[src/rtl/uart_rf_pkg.sv]
package uart_rf_pkg;
    localparam int NUM_REGS = 8;

    typedef enum logic [2:0] {
        OFF_DATA = 3'd0,
        OFF_IEN  = 3'd1,
        OFF_IID  = 3'd2,
        OFF_LCTL = 3'd3,
        OFF_MCTL = 3'd4,
        OFF_LSTA = 3'd5,
        OFF_MSTA = 3'd6,
        OFF_DIVR = 3'd7
    } reg_off_e;

    localparam logic [2:0] IID_LINE = 3'b110;
    localparam logic [2:0] IID_RXD  = 3'b100;
    localparam logic [2:0] IID_THE  = 3'b010;
    localparam logic [2:0] IID_MDM  = 3'b000;
    localparam logic [2:0] IID_NONE = 3'b001;

    localparam int EN_RXD  = 0;
    localparam int EN_THE  = 1;
    localparam int EN_LINE = 2;
    localparam int EN_MDM  = 3;
endpackage

[src/rtl/uart_rf_decode.sv]
module uart_rf_decode
    import uart_rf_pkg::*;
#(
    parameter int ADDR_W = 8
) (
    input  logic              sel,
    input  logic              we,
    input  logic [ADDR_W-1:0] addr,
    input  logic [3:0]        be,
    output logic [NUM_REGS-1:0] wr_hit,
    output logic [NUM_REGS-1:0] rd_hit
);
    localparam int OFF_LSB = 2;
    localparam int OFF_W   = $clog2(NUM_REGS);
    localparam int HI_LSB  = OFF_LSB + OFF_W;

    logic [OFF_W-1:0] off;
    logic             ok;

    assign off = addr[HI_LSB-1:OFF_LSB];
    assign ok  = sel && (be == 4'hF) && (addr[OFF_LSB-1:0] == '0)
                 && (addr[ADDR_W-1:HI_LSB] == '0);

    for (genvar i = 0; i < NUM_REGS; i++) begin : g_hit
        assign wr_hit[i] = ok &&  we && (off == OFF_W'(i));
        assign rd_hit[i] = ok && !we && (off == OFF_W'(i));
    end
endmodule

[src/rtl/uart_rf_irq.sv]
module uart_rf_irq
    import uart_rf_pkg::*;
(
    input  logic       clk,
    input  logic       rst_n,
    input  logic [3:0] line_err,
    input  logic       data_rdy,
    input  logic       hold_empty,
    input  logic [3:0] mdm_delta,
    input  logic [3:0] enables,
    output logic [2:0] iid,
    output logic       irq
);
    always_comb begin
        if ((|line_err) && enables[EN_LINE])      iid = IID_LINE;
        else if (data_rdy && enables[EN_RXD])     iid = IID_RXD;
        else if (hold_empty && enables[EN_THE])   iid = IID_THE;
        else if ((|mdm_delta) && enables[EN_MDM]) iid = IID_MDM;
        else                                      iid = IID_NONE;
        irq = (iid != IID_NONE);
    end

    AST_ERR_WINS: assert property (@(posedge clk) disable iff (!rst_n)
        ((|line_err) && enables[EN_LINE]) |-> (irq && iid == IID_LINE));
    AST_NO_CAUSE_QUIET: assert property (@(posedge clk) disable iff (!rst_n)
        (enables == 4'd0) |-> !irq);
endmodule

[src/rtl/uart_rf_rdmux.sv]
module uart_rf_rdmux
    import uart_rf_pkg::*;
(
    input  logic [NUM_REGS-1:0] rd_hit,
    input  logic [7:0]          rx_buf,
    input  logic [2:0]          iid,
    input  logic [7:0]          lsr,
    input  logic [7:0]          msr,
    output logic [31:0]         rdata
);
    logic [31:0] word [NUM_REGS];

    always_comb begin
        for (int i = 0; i < NUM_REGS; i++) word[i] = '0;
        word[OFF_DATA] = {24'd0, rx_buf};
        word[OFF_IID]  = {29'd0, iid};
        word[OFF_LSTA] = {24'd0, lsr};
        word[OFF_MSTA] = {24'd0, msr};
        rdata = '0;
        for (int i = 0; i < NUM_REGS; i++) begin
            if (rd_hit[i]) rdata = rdata | word[i];
        end
    end
endmodule

[src/rtl/uart_regfile.sv]
module uart_regfile
    import uart_rf_pkg::*;
#(
    parameter int ADDR_W = 8,
    parameter int DIV_W  = 16
) (
    input  logic              clk,
    input  logic              rst_n,
    input  logic              bus_sel,
    input  logic              bus_we,
    input  logic [ADDR_W-1:0] bus_addr,
    input  logic [3:0]        bus_be,
    input  logic [31:0]       bus_wdata,
    output logic [31:0]       bus_rdata,
    output logic              tx_valid,
    output logic [7:0]        tx_data,
    input  logic              tx_taken,
    input  logic              tx_done,
    input  logic              rx_strobe,
    input  logic [7:0]        rx_byte,
    input  logic              rx_perr,
    input  logic              rx_ferr,
    input  logic              rx_brk,
    input  logic [3:0]        modem_lvl,
    input  logic [3:0]        modem_delta,
    output logic [7:0]        line_ctrl,
    output logic [1:0]        modem_ctrl,
    output logic [DIV_W-1:0]  divisor,
    output logic              irq
);
    typedef struct packed {
        logic [7:0]       rbuf;
        logic [3:0]       ien;
        logic [7:0]       lctl;
        logic [1:0]       mctl;
        logic [DIV_W-1:0] divr;
        logic             dr;
        logic             oe;
        logic             pe;
        logic             fe;
        logic             bi;
        logic             thre;
        logic             temt;
        logic [3:0]       mdlt;
        logic             txv;
        logic [7:0]       txd;
    } state_t;

    state_t st_d, st_q;
    logic [NUM_REGS-1:0] wr_hit, rd_hit;
    logic [2:0] iid;
    logic [7:0] lsr, msr;

    uart_rf_decode #(.ADDR_W(ADDR_W)) u_dec (
        .sel(bus_sel), .we(bus_we), .addr(bus_addr), .be(bus_be),
        .wr_hit(wr_hit), .rd_hit(rd_hit)
    );

    assign lsr = {1'b0, st_q.temt, st_q.thre, st_q.bi, st_q.fe, st_q.pe, st_q.oe, st_q.dr};
    assign msr = {modem_lvl, st_q.mdlt};

    uart_rf_irq u_irq (
        .clk(clk), .rst_n(rst_n),
        .line_err({st_q.bi, st_q.fe, st_q.pe, st_q.oe}),
        .data_rdy(st_q.dr), .hold_empty(st_q.thre),
        .mdm_delta(st_q.mdlt), .enables(st_q.ien),
        .iid(iid), .irq(irq)
    );

    uart_rf_rdmux u_mux (
        .rd_hit(rd_hit), .rx_buf(st_q.rbuf), .iid(iid),
        .lsr(lsr), .msr(msr), .rdata(bus_rdata)
    );

    always_comb begin
        st_d     = st_q;
        st_d.txv = 1'b0;
        // configuration writes
        if (wr_hit[OFF_IEN])  st_d.ien  = bus_wdata[3:0];
        if (wr_hit[OFF_LCTL]) st_d.lctl = bus_wdata[7:0];
        if (wr_hit[OFF_MCTL]) st_d.mctl = bus_wdata[1:0];
        if (wr_hit[OFF_DIVR]) st_d.divr = bus_wdata[DIV_W-1:0];
        // transmit path
        if (tx_taken) st_d.thre = 1'b1;
        if (tx_done)  st_d.temt = 1'b1;
        if (wr_hit[OFF_DATA] && st_q.thre) begin
            st_d.txv  = 1'b1;
            st_d.txd  = bus_wdata[7:0];
            st_d.thre = 1'b0;
            st_d.temt = 1'b0;
        end
        // acknowledge reads
        if (rd_hit[OFF_DATA]) st_d.dr = 1'b0;
        if (rd_hit[OFF_LSTA]) begin
            st_d.oe = 1'b0;
            st_d.pe = 1'b0;
            st_d.fe = 1'b0;
            st_d.bi = 1'b0;
        end
        if (rd_hit[OFF_MSTA]) st_d.mdlt = 4'd0;
        // receive path: new events win over same-cycle clears
        if (rx_strobe) begin
            st_d.oe   = st_d.oe | (st_q.dr && !rd_hit[OFF_DATA]);
            st_d.dr   = 1'b1;
            st_d.rbuf = rx_byte;
            st_d.pe   = st_d.pe | rx_perr;
            st_d.fe   = st_d.fe | rx_ferr;
            st_d.bi   = st_d.bi | rx_brk;
        end
        st_d.mdlt = st_d.mdlt | modem_delta;
    end

    always_ff @(posedge clk or negedge rst_n) begin
        if (!rst_n) begin
            st_q      <= '0;
            st_q.thre <= 1'b1;
            st_q.temt <= 1'b1;
        end else begin
            st_q <= st_d;
        end
    end

    assign tx_valid   = st_q.txv;
    assign tx_data    = st_q.txd;
    assign line_ctrl  = st_q.lctl;
    assign modem_ctrl = st_q.mctl;
    assign divisor    = st_q.divr;

    AST_RESET_EMPTY: assert property (@(posedge clk)
        !rst_n |=> (lsr == 8'h60));
    AST_CFG_HOLD: assert property (@(posedge clk) disable iff (!rst_n)
        !(|wr_hit) |=> ($stable(st_q.ien) && $stable(divisor) && $stable(line_ctrl)));
    AST_RO_IGNORED: assert property (@(posedge clk) disable iff (!rst_n)
        (wr_hit[OFF_LSTA] && !rx_strobe && !tx_taken && !tx_done) |=> $stable(lsr));
    AST_DR_CLEAR: assert property (@(posedge clk) disable iff (!rst_n)
        (rd_hit[OFF_DATA] && !rx_strobe) |=> !st_q.dr);
    AST_OVERRUN: assert property (@(posedge clk) disable iff (!rst_n)
        (rx_strobe && st_q.dr && !rd_hit[OFF_DATA]) |=> (st_q.oe && st_q.dr));
    AST_TX_PULSE: assert property (@(posedge clk) disable iff (!rst_n)
        (wr_hit[OFF_DATA] && st_q.thre) |=> (tx_valid && !st_q.thre));
    AST_TX_DROP: assert property (@(posedge clk) disable iff (!rst_n)
        (wr_hit[OFF_DATA] && !st_q.thre) |=> !tx_valid);
    AST_TX_ONE_CYCLE: assert property (@(posedge clk) disable iff (!rst_n)
        tx_valid |=> !tx_valid);
endmodule

[config.mk]
export PLATFORM = sky130hd
export DESIGN_NAME = uart_regfile
export DESIGN_NICKNAME = d
export VERILOG_FILES = /design/src/rtl/uart_rf_pkg.sv /design/src/rtl/uart_rf_decode.sv /design/src/rtl/uart_rf_irq.sv /design/src/rtl/uart_rf_rdmux.sv /design/src/rtl/uart_regfile.sv
export SDC_FILE = /design/constraint.sdc
export NUM_CORES = 1
export LEC_CHECK = 0
export ABC_CLOCK_PERIOD_IN_PS = 1800
export BUFFER_PORTS_ARGS = -buffer_cell sky130_fd_sc_hd__clkbuf_2
export CELL_PAD_IN_SITES_DETAIL_PLACEMENT = 2
export CELL_PAD_IN_SITES_GLOBAL_PLACEMENT = 2
export CORE_MARGIN = 2
export CORE_UTILIZATION = 28
export DETAILED_ROUTE_END_ITERATION = 6
export PLACE_DENSITY = 0.9
export REMOVE_ABC_BUFFERS = 1
export SYNTH_ARGS = -nofsm -noshare
export SYNTH_HDL_FRONTEND = slang
export SYNTH_SLANG_ARGS = --single-unit
[constraint.sdc]
create_clock -name clk -period 1.8 [get_ports clk]
set_input_delay 0.18 -clock clk [delete_from_list [all_inputs] [get_ports clk]]
set_output_delay 0.18 -clock clk [all_outputs]
set_load 0.01 [all_outputs]
## Yosys cells after proc, flatten, opt, wreduce, memory -nomap -nowiden

Cells that the tools add are included.

- Equality and inequality tests: 9
- Multiplexer cells: 16
- Bitwise logic cells: 8
- Reduce and logical (&&, ||, !) cells: 30

Operators with widths:

| kind | count |
|---|---|
| 2-to-1 mux 32 bit | 3 |
| OR 32 x 3 -> 32 bit | 1 |
| OR 32 x 7 -> 32 bit | 1 |
| OR 32 x 8 -> 32 bit | 1 |
| logical AND 1 bit | 20 |
| equality test 3 bit, second input constant | 4 |
| 2-to-1 mux 3 bit | 3 |
| 2-to-1 mux 9 bit | 1 |
| 2-to-1 mux 4 bit | 2 |
| 2-to-1 mux 8 bit | 1 |
| OR reduction 4 bit | 2 |
| equality test 3 x 2 -> 1 bit, second input constant | 2 |
| logical NOT 3 bit | 2 |
| nonzero test 2 bit | 3 |
| 2-to-1 mux 5 bit | 1 |
| equality test 4 bit, second input constant | 1 |
| 2-to-1 mux 1 bit | 4 |
| OR 1 bit | 4 |
| OR 4 bit | 1 |
| equality test 3 x 1 -> 1 bit, second input constant | 1 |
| inequality test 3 x 1 -> 1 bit, second input constant | 1 |
| logical NOT 1 bit | 2 |
| logical NOT 2 bit | 1 |
| 2-to-1 mux 2 bit | 1 |

- Register bits: 58
- Input port bits: 70
- Output and inout bits: 68

## Logic depth before layout (Yosys ltp)

- Depth after elaboration: 13
- Gate-level depth with buffers: 5
- Depth with buffers taken out: 4

## Hierarchy

Synthesis repeated with hierarchy kept, for this count alone.

- Cell total of the unflattened synthesis: 247
- Area total of the unflattened synthesis: 3042.9 um^2

Modules (own cells, without submodules):

| module | instances | cells an instance | area each (um^2) |
|---|---|---|---|
| uart_regfile | 1 | 160 | 2428.6 |
| uart_rf_rdmux | 1 | 47 | 320.3 |
| uart_rf_decode | 1 | 31 | 231.5 |
| uart_rf_irq | 1 | 9 | 62.6 |

## Least setup slack after synthesis

No wires, ideal clock.

- Path type: input to output
- From: input bus_addr[5]
- To: output bus_rdata[3]
- Data arrival time: 1.450 ns
- Slack: 0.170 ns
- Stages: 5
- Path buffers: 1
- Cell sequence: nand4bb_1 nor4_4 buf_2 and4_1 o2bb2ai_1

- Longest elaborated chain between the ends: 11

RTL lines:

| item | line | RTL |
|---|---|---|
| start: declaration | uart_regfile.sv:11 | `input logic [ADDR_W-1:0] bus_addr,` |
| logical NOT 3 bit * | uart_rf_decode.sv:22 | `&& (addr[ADDR_W-1:HI_LSB] == '0);` |
| logical AND 1 bit * | uart_rf_decode.sv:22 |  |
| logical AND 1 bit * | uart_rf_decode.sv:26 | `assign rd_hit[i] = ok && !we && (off == OFF_W'(i));` |
| logical AND 1 bit | uart_rf_decode.sv:26 |  |
| 2-to-1 mux 8 bit | uart_rf_rdmux.sv:21 | `if (rd_hit[i]) rdata = rdata \| word[i];` |
| OR 32 x 3 -> 32 bit | uart_rf_rdmux.sv:21 |  |
| 2-to-1 mux 32 bit | uart_rf_rdmux.sv:21 |  |
| OR 32 x 7 -> 32 bit | uart_rf_rdmux.sv:21 |  |
| 2-to-1 mux 32 bit | uart_rf_rdmux.sv:21 |  |
| OR 32 x 8 -> 32 bit | uart_rf_rdmux.sv:21 |  |
| 2-to-1 mux 32 bit * | uart_rf_rdmux.sv:21 |  |
| end: declaration | uart_regfile.sv:14 | `output logic [31:0] bus_rdata,` |

Mark *: on every way between the ends. The rest lies on a longest branch, timed or not.

## Worst setup path in the final report

- From: register st_q (netlist bit lsr[2])
- To: output bus_rdata[0]

- Longest elaborated chain between the ends: 9

RTL lines:

| item | line | RTL |
|---|---|---|
| start: declaration | uart_regfile.sv:49 | `state_t st_d, st_q;` |
| start signal: assignment | uart_regfile.sv:119 | `st_q <= st_d;` |
| OR reduction 4 bit * | uart_rf_irq.sv:15 | `if ((\|line_err) && enables[EN_LINE]) iid = IID_LINE;` |
| logical AND 1 bit * | uart_rf_irq.sv:15 |  |
| 2-to-1 mux 3 bit * | uart_rf_irq.sv:15 |  |
| OR 32 x 3 -> 32 bit * | uart_rf_rdmux.sv:21 |  |
| 2-to-1 mux 32 bit * | uart_rf_rdmux.sv:21 |  |
| OR 32 x 7 -> 32 bit | uart_rf_rdmux.sv:21 |  |
| 2-to-1 mux 32 bit * | uart_rf_rdmux.sv:21 |  |
| OR 32 x 8 -> 32 bit | uart_rf_rdmux.sv:21 |  |
| 2-to-1 mux 32 bit * | uart_rf_rdmux.sv:21 |  |

Marked as above.

==> qor.log <==
qor: floorplan.placementRows 37
qor: grt.global_route_overflow 0
qor: critical_path.rr_endpoint tx_data[7]$_DFFE_PN0P_
qor: cells_and_area.fraction_of_final_layout_cells_with_drive_strength_greater_than_1 54.38%
qor: synth.syn_inst 244
qor: critical_path.critical_path.n_buffers_inverters 2
qor: synth.synth_cell_types 35
qor: grt.grt_start_max_net_pins 59
qor: critical_path.crit_fanout 4
qor: cells_and_area.post-route-cell-area 3661 µm²
qor: clock_network.cts.path.max_buffers 2
qor: clock_network.clock_sink_count 58
qor: timing.timing.final.crit_share 111.2%
qor: cells_and_area.final_stage_net_count 396
qor: pwr.total_power 2776 µW
qor: critical_path.cpLargestDelayFamily compound AO/OA/AOI/OAI gates
qor: critical_path.setup.worst_path.start_class flop
qor: run.drv.max_cap_violation_count 0
qor: routing.detailedRoute.firstPassIterationCount 6
qor: grt.grt_pass1_wl 12.83 mm
qor: cells_and_area.layout.area.seq 1454 µm²
qor: critical_path.critical_path.reg2reg.startpoint lsr[5]$_DFFE_PN1P_
qor: hold_path.whs_path_depth 2
qor: critical_path.worst-r2r-cell-count 3
qor: grt.grt_antenna_before_repair 0
qor: clock_network.cts-buffers-inserted 9
qor: cells_and_area.fillCellCount 1,134
qor: cells_and_area.mostFrequentLayoutCells 95 x sky130_fd_sc_hd__clkbuf_2, 56 x sky130_fd_sc_hd__dfrtp_1, 36 x sky130_fd_sc_hd__mux2_2
qor: floorplan.x_dimension_of_the_die 107.3 µm
qor: synth.ys_seq_elements 58
qor: placement.place.port_buffers 97
qor: routing.post_route_wl 8.203 mm
qor: routing.drt.antenna.violating_nets 0
qor: synth.synth_warnings 0
qor: placement.dp_cells 446
qor: critical_path.crit_slowest_cell sky130_fd_sc_hd__dfrtp_1
qor: critical_path.levels_on_crit_path 6
qor: floorplan.start_util 28.84%
qor: synth.synth_largest_type_area_fraction 46.86%
qor: synth.post_synth_instance_area 2990 µm²
qor: timing.grt_setup_unrepaired yes
qor: routing.detail_route.vias_per_cell 4.552
qor: floorplan.ioPinCount 138
qor: floorplan.die_area 11,520 µm²
qor: pwr.power_density 758.4 nW/µm²
qor: critical_path.path_type_of_the_worst_setup_path flop to output pin
qor: pwr.worst_ir_drop_vdd 0.3380 mV
qor: timing.period_needed 2002 ps
qor: timing.timing_max_transition_violations_final 0
qor: cells_and_area.antennaDiodeCount 0
qor: routing.number_of_drc_violations_after_detailed_routing_iteration_0 31
qor: grt.first_global_vias 2,473
qor: critical_path.worstSetupStartpoint lsr[2]$_DFF_PN0_
qor: cells_and_area.final_util 35.30%
qor: routing.post_route_drc 0
qor: timing.timing.clock.skew 4.971 ps
qor: timing.setup_failing_eps_final 4
qor: floorplan.coreArea 10,370 µm²
qor: status.status finished with violations
qor: synth.post_synth.cell_area_avg 12.26 µm²
qor: routing.routedWlPerCell 17.57 µm
qor: cells_and_area.mostFrequentLayoutCell sky130_fd_sc_hd__clkbuf_2
qor: placement.routabilityCongestion 0.7785
qor: timing.clock.fmax 499.6 MHz
qor: clock_network.cts_tree yes
qor: clock_network.clk-insertion-delay-late 320 ps
qor: clock_network.cts.clk_slew.worst_paths 70 ps
qor: critical_path.reg2reg_slack 290 ps
qor: floorplan.die_h 107.3 µm
qor: critical_path.timing.critical_path.slowest_cell_delay 410 ps
qor: critical_path.cp.required 1620 ps
qor: synth.synth_seq_area_share 48.62%
qor: placement.dpl.hpwl 6.117 mm
qor: placement.placedInstanceArea 3395 µm²
qor: critical_path.critical_path.endpoint_type output pin
qor: hold_path.hold_class input port to flop
qor: grt.globalRouteTotalUtil 14.57%
qor: synth.largest_cells_by_area_after_synthesis sky130_fd_sc_hd__dfrtp_1 47%, sky130_fd_sc_hd__buf_4 15%, sky130_fd_sc_hd__mux2_2 14%, sky130_fd_sc_hd__mux2_4 5.0%, sky130_fd_sc_hd__a22oi_1 1.8%
qor: cells_and_area.final_cell_count_no_fill 467
qor: critical_path.cp.arrival 1820 ps
qor: clock_network.cts.root.buffer_cell sky130_fd_sc_hd__clkbuf_8
qor: critical_path.critical_path.endpoint bus_rdata[0]
qor: cells_and_area.areaGrowthSynthToFinish 22.43%
qor: timing.hold_viol 0
qor: pwr.static-leakage-power 0.001909 µW
qor: critical_path.cp_cell_sequence o41ai_2 -> buf_4 -> nand4_1 -> a21oi_2 -> o21a_1 -> buf_6
qor: status.failed_checks negative setup slack
qor: cells_and_area.multi_input_comb_area 1154 µm²
qor: routing.vias 2,126
qor: synth.yosysTopAreaCell sky130_fd_sc_hd__dfrtp_1
qor: clock_network.cts_max_level 3
qor: timing.postLayoutSetupSlackWorst -201.8 ps
-- layout make-up --
type	count	area share, %
Sequential cell	58	39.71
Clock buffer	14	4.443
Clock inverter	2	0.9569
Inverter	1	0.1025
Multi-Input combinational cell	142	31.51
Tap cell	136	4.648
Timing Repair Buffer	114	18.63
-- timing repair --
item,in CTS,in global routing
setup buffers,2,2
setup endpoints to repair,4,6
hold endpoints to repair,56,0
gates resized for setup,2,6
hold buffers,1,0
pin swaps,3,2
-- flip-flops by register name (all words and copies together) (netlist names) --
register	flops
tx_valid	1
msr	4
lsr	7
line_ctrl	8
st_q	12
modem_ctrl	2
divisor	16
tx_data	8
-- where the power goes --
group / leakage [µW] / total (µW) / internal, µW / switching [µW]
combinational: 0.00107 / 219 / 89.0 / 130
sequential: 0.000738 / 1330 / 1320 / 11.2
clock: 0.000101 / 1220 / 716 / 507
total: 0.00191 / 2780 / 2130 / 648
-- kinds of logic after synthesis --
group,after synthesis,synth area share (%)
simple gates,41,8.577
other cells,1,0.1254
flops,58,48.62
buf+inv,67,16.11
compound gates,31,7.992
mux,46,18.58
-- worst min-delay path by stage --
stage,start,to
floorplan,rst_n,divisor[0]$_DFFE_PN0P_
global placement,rst_n,st_q[51]$_DFFE_PN0P_
detailed placement,rst_n,st_q[52]$_DFFE_PN0P_
CTS,modem_delta[2],msr[2]$_DFF_PN0_
global route,modem_delta[2],msr[2]$_DFF_PN0_
finish,modem_delta[2],msr[2]$_DFF_PN0_
-- metal layers --
| metal | global-route usage, % | vias up | share of wire (%) |
|---|---|---|---|
| li1 | - | 951 | - |
| met1 | 16.26 | 1082 | 39 |
| met2 | 26.90 | 87 | 54 |
| met5 | 0 | - | 0 |
| met3 | 4.964 | 6 | 6.8 |
| met4 | 2.839 | 0 | 0.49 |
-- cells in the mapped netlist (all sizes together) --
| cell type | instances |
|---|---|
| nand4b | 2 |
| nand4 | 6 |
| nand3b | 1 |
| o21a | 3 |
| nor2 | 9 |
| nor3 | 3 |
| o41ai | 2 |
| conb | 1 |
| a31oi | 1 |
| mux2 | 46 |
| and2 | 1 |
| and4 | 2 |
| a21oi | 3 |
| nand4bb | 1 |
| nand2 | 9 |
| a32o | 1 |
| nor4 | 1 |
| buf | 61 |
| a21o | 6 |
| dfrtp | 56 |
| nor2b | 2 |
| a221oi | 1 |
| clkbuf | 5 |
| o2bb2ai | 4 |
| a22o | 3 |
| and3 | 1 |
| a22oi | 7 |
| inv | 1 |
| nand3 | 3 |
| dfstp | 2 |
-- through the flow --
stage	setup slack (ps)	hold slack [ps]	setup TNS, ps
finish	-201.8	40.66	-537.1
global route	-331.5	29.93	-999.1
CTS	-233.8	28.12	-477.0
detailed placement	-1.288	227.4	-1.706
global placement	34.87	211.8	0
floorplan	-141.0	-115.6	-1752
(Power assumes the default switching activity.)
